`src/rtl/rbk_pkg.sv`:
```
package rbk_pkg;

    localparam int DUMMY_BITS = 5;
    localparam int CHECK_BITS = 4;
    localparam int CRC_W      = 11;
    localparam int HEAD_FORCE = 2;
    localparam int TAIL_FORCE = 7;

    typedef enum logic [2:0] {
        PH_IDLE,
        PH_DUMMY,
        PH_START,
        PH_DATA,
        PH_CHECK,
        PH_CLOSE,
        PH_CRC,
        PH_FINISH
    } rbk_phase_e;

    typedef struct packed {
        logic clear;
        logic update;
        logic shift;
    } crc_ctl_t;

    function automatic logic [CRC_W-1:0] crc_step(
        input logic [CRC_W-1:0] cur,
        input logic             din,
        input logic [CRC_W-1:0] poly
    );
        logic fb;
        fb = din ^ cur[CRC_W-1];
        return {cur[CRC_W-2:0], 1'b0} ^ (fb ? poly : '0);
    endfunction

endpackage

```
`src/rtl/rbk_sequencer.sv`:
```
module rbk_sequencer
    import rbk_pkg::*;
#(
    parameter int FRAME_LEN = 16,
    parameter int FRAME_CNT = 4,
    parameter int CNT_W     = 4,
    parameter int FR_W      = 2
) (
    input  logic             clk,
    input  logic             rst,
    input  logic             trig,
    output rbk_phase_e       phase,
    output logic             busy,
    output logic             rd_en,
    output logic [FR_W-1:0]  rd_addr,
    output logic             force_hi,
    output logic             word_first,
    output crc_ctl_t         crc_ctl
);

    localparam logic [CNT_W-1:0] LAST_DUMMY = CNT_W'(DUMMY_BITS - 1);
    localparam logic [CNT_W-1:0] LAST_DATA  = CNT_W'(FRAME_LEN - 1);
    localparam logic [CNT_W-1:0] LAST_CHECK = CNT_W'(CHECK_BITS - 1);
    localparam logic [CNT_W-1:0] LAST_CRC   = CNT_W'(CRC_W - 1);
    localparam logic [CNT_W-1:0] HEAD_END   = CNT_W'(HEAD_FORCE);
    localparam logic [CNT_W-1:0] TAIL_FROM  = CNT_W'(FRAME_LEN - TAIL_FORCE);
    localparam logic [FR_W-1:0]  LAST_FRAME = FR_W'(FRAME_CNT - 1);

    logic [CNT_W-1:0] cnt;
    logic [FR_W-1:0]  frame;
    logic             armed;

    always_ff @(posedge clk) begin
        if (rst) begin
            phase <= PH_IDLE;
            cnt   <= '0;
            frame <= '0;
            busy  <= 1'b0;
            armed <= 1'b1;
        end else begin
            if (!trig) begin
                armed <= 1'b1;
            end
            unique case (phase)
                PH_IDLE: begin
                    if (trig && armed) begin
                        phase <= PH_DUMMY;
                        cnt   <= '0;
                        frame <= '0;
                        busy  <= 1'b1;
                        armed <= 1'b0;
                    end
                end
                PH_DUMMY: begin
                    if (cnt == LAST_DUMMY) begin
                        phase <= PH_START;
                        cnt   <= '0;
                    end else begin
                        cnt <= cnt + 1'b1;
                    end
                end
                PH_START: begin
                    phase <= PH_DATA;
                    cnt   <= '0;
                end
                PH_DATA: begin
                    if (cnt == LAST_DATA) begin
                        phase <= PH_CHECK;
                        cnt   <= '0;
                    end else begin
                        cnt <= cnt + 1'b1;
                    end
                end
                PH_CHECK: begin
                    if (cnt == LAST_CHECK) begin
                        cnt <= '0;
                        if (frame == LAST_FRAME) begin
                            phase <= PH_CLOSE;
                        end else begin
                            phase <= PH_START;
                            frame <= frame + 1'b1;
                        end
                    end else begin
                        cnt <= cnt + 1'b1;
                    end
                end
                PH_CLOSE: begin
                    phase <= PH_CRC;
                    cnt   <= '0;
                end
                PH_CRC: begin
                    if (cnt == LAST_CRC) begin
                        phase <= PH_FINISH;
                        cnt   <= '0;
                    end else begin
                        cnt <= cnt + 1'b1;
                    end
                end
                PH_FINISH: begin
                    phase <= PH_IDLE;
                    busy  <= 1'b0;
                end
                default: phase <= PH_IDLE;
            endcase
        end
    end

    logic in_data;
    logic head_zone;
    logic tail_zone;

    always_comb begin
        in_data    = (phase == PH_DATA);
        head_zone  = (frame == '0) && (cnt < HEAD_END);
        tail_zone  = (frame == LAST_FRAME) && (cnt >= TAIL_FROM);
        force_hi   = in_data && (head_zone || tail_zone);
        word_first = in_data && (cnt == '0);
        rd_en      = (phase == PH_START);
        rd_addr    = frame;
        crc_ctl.clear  = (phase == PH_IDLE);
        crc_ctl.update = in_data;
        crc_ctl.shift  = (phase == PH_CRC);
    end

endmodule

```
`src/rtl/rbk_frame_shifter.sv`:
```
module rbk_frame_shifter #(
    parameter int FRAME_LEN = 16
) (
    input  logic                 clk,
    input  logic                 rst,
    input  logic                 word_first,
    input  logic                 advance,
    input  logic                 force_hi,
    input  logic [FRAME_LEN-1:0] rd_data,
    output logic                 data_bit
);

    logic [FRAME_LEN-1:0] hold;

    always_ff @(posedge clk) begin
        if (rst) begin
            hold <= '0;
        end else if (word_first) begin
            hold <= rd_data << 1;
        end else if (advance) begin
            hold <= hold << 1;
        end
    end

    always_comb begin
        if (word_first) begin
            data_bit = rd_data[FRAME_LEN-1] | force_hi;
        end else begin
            data_bit = hold[FRAME_LEN-1] | force_hi;
        end
    end

endmodule

```
`src/rtl/rbk_crc11.sv`:
```
module rbk_crc11
    import rbk_pkg::*;
#(
    parameter logic [CRC_W-1:0] CRC_POLY = 11'h385
) (
    input  logic     clk,
    input  logic     rst,
    input  crc_ctl_t ctl,
    input  logic     din,
    output logic     msb
);

    logic [CRC_W-1:0] acc;

    always_ff @(posedge clk) begin
        if (rst || ctl.clear) begin
            acc <= '0;
        end else if (ctl.update) begin
            acc <= crc_step(acc, din, CRC_POLY);
        end else if (ctl.shift) begin
            acc <= {acc[CRC_W-2:0], 1'b0};
        end
    end

    assign msb = acc[CRC_W-1];

endmodule

```
`src/rtl/cfg_readback_streamer.sv`:
```
module cfg_readback_streamer
    import rbk_pkg::*;
#(
    parameter int               FRAME_LEN = 16,
    parameter int               FRAME_CNT = 4,
    parameter logic [CRC_W-1:0] CRC_POLY  = 11'h385,
    localparam int              ADDR_W    = (FRAME_CNT > 1) ? $clog2(FRAME_CNT) : 1
) (
    input  logic                 clk,
    input  logic                 rst,
    input  logic                 trig,
    output logic                 ser_out,
    output logic                 busy,
    output logic                 rd_en,
    output logic [ADDR_W-1:0]    rd_addr,
    input  logic [FRAME_LEN-1:0] rd_data
);

    localparam int MAX_CNT = (FRAME_LEN > CRC_W) ? FRAME_LEN : CRC_W;
    localparam int CNT_W   = $clog2(MAX_CNT);

    rbk_phase_e seq_phase;
    logic       force_hi;
    logic       word_first;
    crc_ctl_t   crc_ctl;
    logic       data_bit;
    logic       crc_msb;

    rbk_sequencer #(
        .FRAME_LEN (FRAME_LEN),
        .FRAME_CNT (FRAME_CNT),
        .CNT_W     (CNT_W),
        .FR_W      (ADDR_W)
    ) u_seq (
        .clk        (clk),
        .rst        (rst),
        .trig       (trig),
        .phase      (seq_phase),
        .busy       (busy),
        .rd_en      (rd_en),
        .rd_addr    (rd_addr),
        .force_hi   (force_hi),
        .word_first (word_first),
        .crc_ctl    (crc_ctl)
    );

    rbk_frame_shifter #(
        .FRAME_LEN (FRAME_LEN)
    ) u_shift (
        .clk        (clk),
        .rst        (rst),
        .word_first (word_first),
        .advance    (crc_ctl.update),
        .force_hi   (force_hi),
        .rd_data    (rd_data),
        .data_bit   (data_bit)
    );

    rbk_crc11 #(
        .CRC_POLY (CRC_POLY)
    ) u_crc (
        .clk (clk),
        .rst (rst),
        .ctl (crc_ctl),
        .din (data_bit),
        .msb (crc_msb)
    );

    always_ff @(posedge clk) begin
        if (rst) begin
            ser_out <= 1'b1;
        end else begin
            unique case (seq_phase)
                PH_START, PH_CLOSE: ser_out <= 1'b0;
                PH_DATA:            ser_out <= data_bit;
                PH_CRC:             ser_out <= crc_msb;
                default:            ser_out <= 1'b1;
            endcase
        end
    end

endmodule

```
`config.mk`:
```
export PLATFORM = sky130hd
export DESIGN_NAME = cfg_readback_streamer
export DESIGN_NICKNAME = d
export VERILOG_FILES = /design/src/rtl/rbk_pkg.sv /design/src/rtl/rbk_sequencer.sv /design/src/rtl/rbk_frame_shifter.sv /design/src/rtl/rbk_crc11.sv /design/src/rtl/cfg_readback_streamer.sv
export SDC_FILE = /design/constraint.sdc
export NUM_CORES = 1
export LEC_CHECK = 0
export ABC_CLOCK_PERIOD_IN_PS = 3100
export BUFFER_PORTS_ARGS = -buffer_cell sky130_fd_sc_hd__buf_2
export CORE_UTILIZATION = 55
export CTS_BUF_LIST = sky130_fd_sc_hd__clkbuf_4 sky130_fd_sc_hd__clkbuf_8
export CTS_CLUSTER_SIZE = 10
export DETAILED_ROUTE_END_ITERATION = 8
export PLACE_DENSITY = 0.74
export SLEW_MARGIN = 20
export SYNTH_ARGS = -nofsm -noshare
export SYNTH_HDL_FRONTEND = slang
export SYNTH_HIERARCHICAL = 1
export SYNTH_SLANG_ARGS = --single-unit
```
`constraint.sdc`:
```
create_clock -name clk -period 3.1 [get_ports clk]
set_clock_uncertainty 0.2 [all_clocks]
set_input_delay 0.155 -clock clk [delete_from_list [all_inputs] [get_ports clk]]
set_output_delay 0.155 -clock clk [all_outputs]
set_load 0.03 [all_outputs]
```
==> summary.txt <==
Status -> finished, final reports clean
Setup TNS -> 0 ns
Detail Placement HPWL -> 2.74 mm
Routed vias -> 1704
Root buf cell -> clkbuf_8
Die width -> 63.7 µm
Largest net degree at the start of global routing -> 29
First-pass GRT wire length -> 7.18 mm
Clock sink count -> 38
Distinct cells, synth -> 53
Sequential share of power -> 38.8%
Final Cycle Share -> 80.4%
Endpoint, Worst Hold -> u_seq/armed
Sw frac -> 37.7%
Post-CTS setup buffer count -> 0
Adder-cell share of the synthesized area -> 4.18%
Proportion of layout cells with a drive suffix above 1 -> 19.7%
Iteration count of the initial detailed-routing pass -> 4
Arr. time, crit path -> 2.47 ns
Worst Setup End Kind -> register
Number of diodes -> 0
Worst Hold Depth -> 3
Clock buffer count from CTS -> 5
Util after Layout -> 65.7%
Initial antenna violation count -> 0
Final wirelength -> 4.26 mm
Async SR Flop Fraction -> 0%
Max clock buf depth -> 2
Placed cells -> 286
Comb pwr share -> 39.9%
Worst-Margin Slew -> 0.721 ns
Clock Power Share -> 21.3%
Pwr/cell area -> 695 nW/µm²
CTS tree -> done
IO Port Bufs -> 23
Final Instance Count excl. Fillers -> 307
Core area -> 3660 µm²
Main synth FF type -> dfxtp_1
Max Fanout on Critical Path -> 6
Gr usage total -> 22.5%
Switching pwr -> 629 µW
Worst Path Required -> 3.07 ns
Ys Warns -> 6
Worst hold slack -> 0.00706 ns
Type of origin of the critical path -> register
Reg2reg start -> u_seq/cnt[1]
Initial Util -> 57.2%
Mux contribution to synthesized area -> 7.16%
Worst hold path type -> primary input to register
CTS H-tree depth -> 2
Synth Area per Inst -> 9.31 µm²
Number of nets produced by synthesis -> 251
Total power -> 1670 µW
GRT Residual Overflow -> 0
Vert. Die Dim -> 63.7 µm
Post-Synth Simple-Gate Area -> 21.1%
Fmax -> 401 MHz
Clock latency at the later pin of the worst-skew pair -> 0.28 ns
Tmin final -> 2.49 ns
Initial DRC count -> 64
Reg clk slew, reported paths -> 0.07 ns
Kind of critical path -> register to register
Layout Nets -> 284
Final Hold Vio Count -> 0
RSZ-0062 raised after global routing -> false
Vias in the first global route -> 1579
Die ar. -> 4060 µm²
Lkg Pwr -> 0.000867 µW
Final Wtd Congestion -> 0.825
EDFF count, synth -> 0
Max-cap viol count -> 0
FF+latch count, synth -> 38
Worst reg2reg endpoint -> u_crc/acc[8]
Worst VDD drop -> 0.000375 V
Max Slew Vio Count -> 0
Post-Syn Area -> 2100 µm²
Post-synthesis compound-gate area fraction -> 22.6%
Largest family of logic cells by synthesized area -> compound AO/OA/AOI/OAI gates
P_int -> 1040 µW
R2R setup slack -> 0.61 ns
Vias per cell -> 5.55
R2R cell count -> 10
Final setup fails -> 0
# rows -> 22
Final ANT Viol Nets -> 0
Wire per inst -> 13.9 µm
Slew margin rel. -> 51.7%
Layout area overhead -> 14.7%
Sequential share of the synthesized area -> 36.3%
XOR/XNOR Fraction of Synth Area -> 1.19%
Min-delay src -> trig
Drt drc -> 0
Cell count after synthesis -> 225
I/O Pins -> 24
-- layout by cell type, fill, tap and decap left out, types with 2 or more instances in the layout --
cell and n:
a2111oi_1 2, a2111oi_2 3, a211oi_1 19, a21oi_1 12, a2bb2oi_1 2, a31oi_1 5, and3_1 3, buf_2 23
buf_4 4, clkbuf_8 6, dfxtp_1 38, dlygate4sd3_1 13, ha_1 7, inv_1 8, mux2i_1 15, nand2_1 17
nand2b_1 3, nand3_1 4, nand3b_1 4, nor2_1 18, nor2b_1 17, o21ai_0 2, o21ai_1 2, or2_2 2
or3b_1 2
-- worst max path at each step --
stage / slack [ns] / cells past startpoint / end / start
after global routing: 0.37 / 10 / u_crc/acc[8] / u_seq/cnt[1]
final: 0.61 / 10 / u_crc/acc[8] / u_seq/cnt[1]
after global placement: 0.71 / 10 / u_crc/acc[8] / u_seq/cnt[1]
after detailed placement: 0.62 / 10 / u_crc/acc[8] / u_seq/cnt[1]
after floorplan: 0.69 / 7 / u_crc/acc[8] / u_seq/phase[2]
after CTS: 0.60 / 10 / u_crc/acc[9] / u_seq/cnt[1]
-- sequential cells by signal, indices dropped and copies added (netlist names) --
register / count
u_shift/hold: 15
u_crc/acc: 11
u_seq/cnt: 4
u_seq/phase: 3
u_seq/rd_addr: 2
ser_out: 1
u_seq/armed: 1
u_seq/busy: 1
-- metal layers --
metal / wire (µm) / global-route usage, % / vias up
li1: - / - / 872
met1: 2120 / 29.9 / 788
met2: 1920 / 37.0 / 37
met3: 157 / 3.39 / 7
met4: 57 / 7.67 / 0
met5: 0 / 0 / -
-- layout make-up --
class / count / area (µm²)
clock buffer: 7 / 90.1
clock inverter: 1 / 5.00
fill: 288 / 1260
inverter: 9 / 33.8
multi-input combinational: 164 / 1180
sequential: 38 / 761
tap: 48 / 60.1
timing repair buffer: 40 / 275
-- critical path, stage by stage, from the launching register on --
cell       delay, ns
dfxtp_1         0.41
inv_1           0.12
ha_1            0.22
nor2_1          0.09
a21oi_1         0.07
a31oi_1         0.14
nor3_1          0.06
a211o_1         0.32
xor2_2          0.20
and2_4          0.20
a2111oi_1       0.36
-- kinds of logic after synthesis --
group | after synthesis
adder cells (fa/ha/maj) | 7
flip-flops | 38
AO/OA/AOI/OAI | 59
XOR/XNOR | 2
AND/OR/NAND/NOR | 81
multiplexers | 15
buffers and inverters | 23
-- timing repair --
action / in CTS / in global routing
gates resized for setup: 0 / 0
hold endpoints to repair: 13 / 0
hold buffers: 13 / 0
-- metrics by stage --
stage,area (µm²),setup slack [ns]
6_report,2400,0.609
5_1_grt,2400,0.371
4_1_cts,2400,0.595
3_5_place_dp,2180,0.616
3_3_place_gp,2180,0.712
2_1_floorplan,2100,0.689
-- power by group through the flow --
stage,Clock [µW],Combinational (µW),Sequential (µW)
global placement,0,642,657
CTS,365,667,647
detailed placement,0,648,658
floorplan,0,557,652
global route,381,742,667
finish,355,667,649
-- cell usage after synthesis, types with 2 or more instances --
master | instances | area [µm²]
clkbuf_1 | 2 | 7.51
buf_6 | 5 | 56.3
a211oi_1 | 19 | 143
a31oi_1 | 5 | 31.3
ha_1 | 7 | 87.6
buf_4 | 2 | 15.0
and3_1 | 3 | 18.8
buf_2 | 3 | 15.0
dfxtp_1 | 38 | 761
a2111oi_1 | 2 | 20.0
or2_2 | 2 | 12.5
a2111oi_2 | 3 | 45.0
nand3_1 | 4 | 20.0
a21oi_1 | 12 | 60.1
nand3b_1 | 4 | 30.0
or3b_1 | 2 | 17.5
inv_1 | 8 | 30.0
mux2i_1 | 15 | 150
a2bb2oi_1 | 2 | 17.5
nand2b_1 | 3 | 18.8
o21ai_1 | 2 | 10.0
nor2b_1 | 17 | 106
nor2_1 | 18 | 67.6
o21ai_0 | 2 | 10.0
nand2_1 | 17 | 63.8
(Power assumes the default switching activity.)
